## config.mk

```make
export PLATFORM = sky130hd
export DESIGN_NAME = tiny9_core
export DESIGN_NICKNAME = d
export VERILOG_FILES = /design/src/rtl/tiny9_pkg.sv /design/src/rtl/t9_alu.sv /design/src/rtl/t9_regfile.sv /design/src/rtl/t9_decoder.sv /design/src/rtl/t9_imem.sv /design/src/rtl/tiny9_core.sv
export SDC_FILE = /design/constraint.sdc
export NUM_CORES = 1
export LEC_CHECK = 0
export BUFFER_PORTS_ARGS = -buffer_cell sky130_fd_sc_hd__buf_2
export CAP_MARGIN = 40
export CELL_PAD_IN_SITES_DETAIL_PLACEMENT = 1
export CELL_PAD_IN_SITES_GLOBAL_PLACEMENT = 1
export CORE_MARGIN = 2
export CORE_UTILIZATION = 50
export CTS_CLUSTER_DIAMETER = 30
export DETAILED_ROUTE_END_ITERATION = 10
export PLACE_DENSITY_LB_ADDON = 0.15
export SETUP_SLACK_MARGIN = 0.4
export SLEW_MARGIN = 15
export SYNTH_ARGS = -nofsm -noshare
export SYNTH_HDL_FRONTEND = slang
export SYNTH_SLANG_ARGS = --single-unit
```

## constraint.sdc

```tcl
create_clock -name clk -period 6.36 [get_ports clk]
set_input_delay 0.636 -clock clk [delete_from_list [all_inputs] [get_ports clk]]
set_output_delay 0.636 -clock clk [all_outputs]
set_load 0.1 [all_outputs]
```

## src/rtl/tiny9_pkg.sv

```systemverilog
package tiny9_pkg;

  // Architectural widths
  localparam int DATA_W = 4;   // register and ALU width
  localparam int RIDX_W = 2;   // register index width
  localparam int PC_W   = 4;   // program counter width
  localparam int OP_W   = 3;   // opcode width
  localparam int INST_W = OP_W + 3 * RIDX_W;

  typedef enum logic [OP_W-1:0] {
    OPC_ADD  = 3'b000,
    OPC_NAND = 3'b001,
    OPC_SLT  = 3'b010,
    OPC_BRNE = 3'b011,
    OPC_SUB  = 3'b100
  } opcode_e;

  // Instruction word: opcode, X, Y, Z/offset (MSB to LSB)
  typedef struct packed {
    opcode_e           op;
    logic [RIDX_W-1:0] fx;
    logic [RIDX_W-1:0] fy;
    logic [RIDX_W-1:0] fz;
  } inst_t;

  // One-hot ALU result select; a branch selects none
  typedef struct packed {
    logic use_lt;
    logic use_nand;
    logic use_add;
  } alu_sel_t;

endpackage

```

## src/rtl/t9_alu.sv

```systemverilog
module t9_alu
  import tiny9_pkg::*;
#(
  parameter int DW = DATA_W
) (
  input  logic [DW-1:0] a_i,
  input  logic [DW-1:0] b_i,
  input  logic          cin_i,
  input  alu_sel_t      sel_i,
  output logic [DW-1:0] res_o,
  output logic          zero_o,
  output logic          ovf_o
);

  localparam int MSB = DW - 1;

  logic [DW:0]   carry;
  logic [DW-1:0] b_eff;
  logic [DW-1:0] sum;
  logic          sign_mix;
  logic          less;

  assign carry[0] = cin_i;

  // Ripple chain of full adders; carry-in inverts B for subtraction
  generate
    for (genvar i = 0; i < DW; i++) begin : g_fa
      assign b_eff[i]   = b_i[i] ^ cin_i;
      assign sum[i]     = a_i[i] ^ b_eff[i] ^ carry[i];
      assign carry[i+1] = (a_i[i] & b_eff[i]) | (carry[i] & (a_i[i] ^ b_eff[i]));
    end
  endgenerate

  assign ovf_o    = carry[DW] ^ carry[MSB];
  assign sign_mix = a_i[MSB] ^ b_i[MSB];
  // Opposite signs: A is smaller exactly when A is negative
  assign less     = sign_mix ? a_i[MSB] : sum[MSB];
  assign zero_o   = ~|(a_i ^ b_i);

  always_comb begin
    res_o = '0;
    if (sel_i.use_add)  res_o = res_o | sum;
    if (sel_i.use_nand) res_o = res_o | ~(a_i & b_i);
    if (sel_i.use_lt)   res_o = res_o | {{(DW-1){1'b0}}, less};
  end


  always_comb begin
    if (sel_i.use_lt && !sel_i.use_add && !sel_i.use_nand && sign_mix) begin
      slt_mixed_sign_chk: assert (res_o == {{(DW-1){1'b0}}, a_i[MSB]});
    end
  end

endmodule

```

## src/rtl/t9_regfile.sv

```systemverilog
module t9_regfile
  import tiny9_pkg::*;
#(
  parameter int DW = DATA_W,
  parameter int AW = RIDX_W
) (
  input  logic          clk,
  input  logic          rst_n,
  input  logic          we_i,
  input  logic [AW-1:0] waddr_i,
  input  logic [DW-1:0] wdata_i,
  input  logic [AW-1:0] raddr_a_i,
  input  logic [AW-1:0] raddr_b_i,
  output logic [DW-1:0] rdata_a_o,
  output logic [DW-1:0] rdata_b_o
);

  localparam int NREG = 1 << AW;

  logic [NREG-1:0][DW-1:0] regs_q;
  logic [NREG-1:0]         row_en;

  generate
    for (genvar r = 0; r < NREG; r++) begin : g_row
      assign row_en[r] = we_i && (waddr_i == AW'(r));

      always_ff @(posedge clk or negedge rst_n) begin
        if (!rst_n) begin
          regs_q[r] <= '0;
        end else if (row_en[r]) begin
          regs_q[r] <= wdata_i;
        end
      end
    end
  endgenerate

  assign rdata_a_o = regs_q[raddr_a_i];
  assign rdata_b_o = regs_q[raddr_b_i];


  rf_commit_chk: assert property (@(posedge clk) disable iff (!rst_n)
    we_i |=> regs_q[$past(waddr_i)] == $past(wdata_i));


  rf_onewrite_chk: assert property (@(posedge clk) disable iff (!rst_n)
    $onehot0(row_en));

endmodule

```

## src/rtl/t9_decoder.sv

```systemverilog
module t9_decoder
  import tiny9_pkg::*;
#(
  parameter int AW = RIDX_W,
  parameter int PW = PC_W
) (
  input  logic [INST_W-1:0] inst_i,
  output logic              we_o,
  output logic [AW-1:0]     rd_a_o,
  output logic [AW-1:0]     rd_b_o,
  output logic [AW-1:0]     wr_o,
  output logic              cin_o,
  output alu_sel_t          sel_o,
  output logic              is_branch_o,
  output logic              is_arith_o,
  output logic [PW-1:0]     offs_o
);

  inst_t word;

  assign word   = inst_t'(inst_i);
  // Offset shares the Z field and is sign-extended to PC width
  assign offs_o = {{(PW-AW){word.fz[AW-1]}}, word.fz};
  assign wr_o   = word.fx;

  always_comb begin
    we_o        = 1'b1;
    rd_a_o      = word.fy;
    rd_b_o      = word.fz;
    cin_o       = 1'b0;
    sel_o       = '0;
    is_branch_o = 1'b0;
    is_arith_o  = 1'b0;
    unique case (word.op)
      OPC_ADD: begin
        sel_o.use_add = 1'b1;
        is_arith_o    = 1'b1;
      end
      OPC_SUB: begin
        sel_o.use_add = 1'b1;
        cin_o         = 1'b1;
        is_arith_o    = 1'b1;
      end
      OPC_NAND: begin
        sel_o.use_nand = 1'b1;
      end
      OPC_SLT: begin
        sel_o.use_lt = 1'b1;
        cin_o        = 1'b1;
      end
      OPC_BRNE: begin
        we_o        = 1'b0;
        rd_a_o      = word.fx;
        rd_b_o      = word.fy;
        cin_o       = 1'b1;
        is_branch_o = 1'b1;
      end
      default: begin
        we_o = 1'b0;
      end
    endcase
  end

endmodule

```

## src/rtl/t9_imem.sv

```systemverilog
module t9_imem
  import tiny9_pkg::*;
#(
  parameter int IW = INST_W,
  parameter int PW = PC_W
) (
  input  logic          clk,
  input  logic          we_i,
  input  logic [PW-1:0] waddr_i,
  input  logic [IW-1:0] wdata_i,
  input  logic [PW-1:0] raddr_i,
  output logic [IW-1:0] rdata_o
);

  localparam int DEPTH = 1 << PW;

  logic [IW-1:0] words_q [DEPTH];

  always_ff @(posedge clk) begin
    if (we_i) begin
      words_q[waddr_i] <= wdata_i;
    end
  end

  assign rdata_o = words_q[raddr_i];

endmodule

```

## src/rtl/tiny9_core.sv

```systemverilog
module tiny9_core
  import tiny9_pkg::*;
#(
  parameter int DW = DATA_W,
  parameter int AW = RIDX_W,
  parameter int PW = PC_W,
  parameter int IW = INST_W
) (
  input  logic          clk,
  input  logic          rst_n,
  input  logic          load_en_i,
  input  logic [PW-1:0] load_addr_i,
  input  logic [IW-1:0] load_data_i,
  output logic [PW-1:0] pc_o,
  output logic [IW-1:0] inst_o,
  output logic          wb_en_o,
  output logic [AW-1:0] wb_addr_o,
  output logic [DW-1:0] wb_data_o
);

  localparam int SYNC_STAGES = 2;
  localparam logic [PW-1:0] PC_TRAP = '1;
  localparam logic [PW-1:0] PC_STEP = PW'(1);

  // Reset synchroniser: asynchronous assert, synchronous release
  logic [SYNC_STAGES-1:0] rst_sync_q;
  logic                   core_rst_n;

  always_ff @(posedge clk or negedge rst_n) begin
    if (!rst_n) begin
      rst_sync_q <= '0;
    end else begin
      rst_sync_q <= {rst_sync_q[SYNC_STAGES-2:0], 1'b1};
    end
  end

  assign core_rst_n = rst_sync_q[SYNC_STAGES-1];

  logic [PW-1:0] pc_q, pc_d;
  logic [IW-1:0] inst;
  logic          rf_we, cin, is_branch, is_arith;
  logic [AW-1:0] rd_a, rd_b, wr_idx;
  logic [PW-1:0] offs;
  alu_sel_t      sel;
  logic [DW-1:0] opa, opb, alu_res;
  logic          alu_zero, alu_ovf, trap;

  t9_imem #(.IW(IW), .PW(PW)) u_imem (
    .clk     (clk),
    .we_i    (load_en_i & ~core_rst_n),
    .waddr_i (load_addr_i),
    .wdata_i (load_data_i),
    .raddr_i (pc_q),
    .rdata_o (inst)
  );

  t9_decoder #(.AW(AW), .PW(PW)) u_dec (
    .inst_i      (inst),
    .we_o        (rf_we),
    .rd_a_o      (rd_a),
    .rd_b_o      (rd_b),
    .wr_o        (wr_idx),
    .cin_o       (cin),
    .sel_o       (sel),
    .is_branch_o (is_branch),
    .is_arith_o  (is_arith),
    .offs_o      (offs)
  );

  t9_regfile #(.DW(DW), .AW(AW)) u_rf (
    .clk       (clk),
    .rst_n     (core_rst_n),
    .we_i      (rf_we),
    .waddr_i   (wr_idx),
    .wdata_i   (alu_res),
    .raddr_a_i (rd_a),
    .raddr_b_i (rd_b),
    .rdata_a_o (opa),
    .rdata_b_o (opb)
  );

  t9_alu #(.DW(DW)) u_alu (
    .a_i    (opa),
    .b_i    (opb),
    .cin_i  (cin),
    .sel_i  (sel),
    .res_o  (alu_res),
    .zero_o (alu_zero),
    .ovf_o  (alu_ovf)
  );

  assign trap = is_arith & alu_ovf;

  // Next-PC selection: overflow trap, taken branch, or sequential
  always_comb begin
    if (trap) begin
      pc_d = PC_TRAP;
    end else if (is_branch && !alu_zero) begin
      pc_d = pc_q + offs;
    end else begin
      pc_d = pc_q + PC_STEP;
    end
  end

  always_ff @(posedge clk or negedge core_rst_n) begin
    if (!core_rst_n) begin
      pc_q <= '0;
    end else begin
      pc_q <= pc_d;
    end
  end

  assign pc_o      = pc_q;
  assign inst_o    = inst;
  assign wb_en_o   = rf_we;
  assign wb_addr_o = wr_idx;
  assign wb_data_o = alu_res;


  ovf_redirect_chk: assert property (@(posedge clk) disable iff (!core_rst_n)
    (is_arith && alu_ovf) |=> pc_q == PC_TRAP);


  ovf_still_writes_chk: assert property (@(posedge clk) disable iff (!core_rst_n)
    (is_arith && alu_ovf) |-> rf_we);


  br_taken_chk: assert property (@(posedge clk) disable iff (!core_rst_n)
    (is_branch && !alu_zero) |=> pc_q == $past(pc_q) + $past(offs));


  br_nowrite_chk: assert property (@(posedge clk) disable iff (!core_rst_n)
    is_branch |-> !rf_we);


  br_fallthru_chk: assert property (@(posedge clk) disable iff (!core_rst_n)
    (is_branch && alu_zero) |=> pc_q == $past(pc_q) + PC_STEP);


  seq_step_chk: assert property (@(posedge clk) disable iff (!core_rst_n)
    (!is_branch && !(is_arith && alu_ovf)) |=> pc_q == $past(pc_q) + PC_STEP);


  load_blocked_chk: assert property (@(posedge clk) disable iff (!core_rst_n)
    (load_en_i && pc_d == pc_q) |=> $stable(inst));

endmodule

```

==> summary.md <==
| Metric | Value |
|---|---|
| Total die area | `16100 sq um` |
| Most frequent cell after synthesis | `edfxtp_1` |
| Inserted Diodes | `0` |
| WHS | `242 ps` |
| Fin nets | `544` |
| Chip height | `127 um` |
| Rows | `44` |
| Yosys warning count | `0` |
| Setup TNS | `0 ps` |
| Final Util | `0.606` |
| Ports | `36` |
| Width of the die | `127 um` |
| DRT Pass-1 Iters | `5` |
| Hold Path Class | `flip-flop to asynchronous set/reset pin` |
| Worst skew pair latency | `410 ps` |
| Core ar. | `14600 sq um` |
| Min cycle time layout | `5820 ps` |
| Relative slew slack | `0.521` |
| Measured slew at the worst slew-check pin | `717 ps` |
| CP Max Fanout | `12` |
| Mapped Nets | `461` |
| Post-DP HPWL | `12600 um` |
| Placer Congestion | `0.847` |
| CP bufs+invs | `6` |
| CTS tree | `built` |
| Post-Syn Area per Cell | `17.3 sq um` |
| Fillers | `1315` |
| Antenna Nets Post-Route | `0` |
| Total CTS buffers | `17` |
| First-pass GRT wire length | `27700 um` |
| Multi-input gate area | `2530 sq um` |
| Outcome | `completed` |
| Clock buffer depth | `2` |
| Via count | `4435` |
| Worst EP arrival | `5180 ps` |
| Top FF cell, synth | `edfxtp_1` |
| Vias/cell | `6.20` |
| Setup violations, final | `0` |
| Top post-synthesis cells by count | `edfxtp_1, nor2_1, mux4_2` |
| Layout Skew | `11.4 ps` |
| XOR/XNOR share of the synthesized area | `0.0103` |
| Area Overhead vs Synth | `17.9%` |
| #FFs+latches synth | `166` |
| Clk slew on worst S/H paths | `60 ps` |
| Synthesized instance count | `436` |
| Sequential area share after synthesis | `0.647` |
| GRT Residual Overflow | `0` |
| Number of synthesized flops with an enable pin | `144` |
| Ratio of cells with drive above 1 in the final layout | `0.365` |
| # placed instances | `651` |
| Post-synth top area cell | `edfxtp_1` |
| Top cells by area, synth | `edfxtp_1, mux4_2, dfrtp_1` |
| Reg area | `4880 sq um` |
| Ys async rst share | `0.133` |
| Count of cell types in the netlist | `53` |
| Final Max Slew Viols | `0` |
| Largest family of logic cells by synthesized area | `multiplexers` |
| Vias in the first global route | `4487` |
| Worst path depth | `19` |
| Adder-Cell Fraction of Synth Area | `0.0194` |
| CP Class | `flip-flop to output pin` |
| Final hold violations | `0` |
| I/O Buffers | `35` |
| Initial Util | `0.514` |
| Cells along the critical path | `buf_4 > mux4_1 > a22oi_2 > and2_4 > inv_2 > nand3_4 > mux2i_4 > buf_4 > mux2i_1 > a21oi_2 > fa_2 > inv_2 > fa_2 > inv_1 > fa_1 > and4b_2 > nor2_4 > o211ai_1 > buf_12` |
| Crit-path max cell delay | `610 ps` |
| Worst R2R Path Depth | `19` |
| Critical Path RT | `5720 ps` |
| Initial antenna violation count | `0` |
| Layout Cells excl Fill | `715` |
| Largest net degree at the start of global routing | `28` |
| Routed WL per cell | `26.5 um` |
| Clock Tree Root | `clkbuf_16` |
| Max cap viols | `0` |
| Kind of start point of the critical path | `flip-flop` |
| Fmax | `172 MHz` |
| Total Wirelength | `19000 um` |
| Worst Setup End Kind | `output pin` |
| CTS HTree Levels | `4` |
| Initial DRC count | `356` |
| RSZ-0062 raised after global routing | `false` |
| Top cell family by delay on the critical path | `multiplexers` |
| Simple-Gate Fraction of Synth Area | `0.0673` |
| Total track usage | `0.240` |
| Fin crit share | `0.915` |
| Slowest cell on the critical path | `mux4_1` |
| Mux cell area share after synthesis | `0.179` |
| Syn Std Cell Area | `7530 sq um` |
| Clock sink count | `166` |
| Compound-cell area share of the yosys netlist | `0.0475` |
| Top cell type's share of synthesized area | `0.574` |
| Post-route DRC | `0` |
[routing by layer]
layer / GRT usage / vias to the layer above / part of all wire
met5: 0 / - / 0
met4: 0.0724 / 0 / 0.019
met3: 0.0523 / 20 / 0.051
met2: 0.406 / 154 / 0.51
met1: 0.317 / 2334 / 0.42
li1: - / 1927 / -
[cell usage in the layout (no fill, tap or decap), drive strengths merged, types with 3 or more instances in the layout]
cell type	netlist	routed
edfxtp	144	144
buf	18	83
mux4	40	40
nor2	31	31
nand2	23	23
dfrtp	22	22
clkbuf	3	19
mux2i	19	19
mux2	15	15
nand3	13	13
inv	7	13
o21ai	11	11
nand2b	9	9
a32oi	6	6
ha	6	6
a22oi	6	6
xnor2	6	6
nor3	6	6
a2111oi	6	6
clkinv	1	5
a22o	4	4
or3	4	4
and2	3	3
a21oi	3	3
fa	3	3
[cell families after synthesis]
logic type	count (synthesis)
buf+inv	29
xor+xnor	8
mux	74
other cells	1
fa+ha+maj	10
simple gates	101
compound gates	47
flops	166
[worst register-to-register path: cells and delay by family (launching register included)]
| family | cells | cell delay [ps] |
|---|---|---|
| flip-flops | 1 | 470 |
| adder cells (fa/ha/maj) | 3 | 1020 |
| AND/OR/NAND/NOR | 3 | 670 |
| AO/OA/AOI/OAI | 4 | 700 |
| buffers and inverters | 6 | 790 |
| multiplexers | 3 | 1210 |
[state kept, by name (all words and copies together) (netlist names)]
register,count
u_imem.words_q,144
u_rf.regs_q,16
pc_o,4
rst_sync_q,2
[final cells by class]
cell class,instances,area share
Sequential cell,166,0.550
Multi-Input combinational cell,241,0.285
Timing Repair Buffer,85,0.0728
Clock buffer,18,0.0484
Tap cell,184,0.0259
Clock inverter,13,0.0134
Inverter,8,0.00381
[path summary, 6_finish.rpt]
path | startpoint | endpoint | slack [ps]
setup / recovery | pc_o[0]$_DFF_PN0_ | wb_data_o[0] | 540
setup reg to reg | pc_o[0]$_DFF_PN0_ | u_rf.regs_q[4]$_DFFE_PN0P_ | 1360
min in group clk | rst_sync_q[0]$_DFF_PN0_ | rst_sync_q[1]$_DFF_PN0_ | 370
hold reg to reg | rst_sync_q[1]$_DFF_PN0_ | pc_o[0]$_DFF_PN0_ | 240
max in group asynchronous | rst_n | rst_sync_q[0]$_DFF_PN0_ | 5700
hold / removal | rst_sync_q[1]$_DFF_PN0_ | pc_o[0]$_DFF_PN0_ | 240
[through the flow]
step | setup slack (ps) | cell area [sq um]
final | 542 | 8870
after global routing | 343 | 8870
after CTS | 424 | 8610
after detailed placement | 247 | 7930
after global placement | 413 | 7850
after floorplan | 148 | 7580
[timing repair]
action	in CTS	in global routing
pin swaps	1	6
setup endpoints to repair	3	2
hold buffers	1	0
gates cloned	0	1
resized for setup	13	13
setup buffers	6	24
hold endpoints to repair	2	0
Power is left out: the tool's default activity adds up to more than one toggle a clock period on the data nets, which glitch-free logic cannot reach.
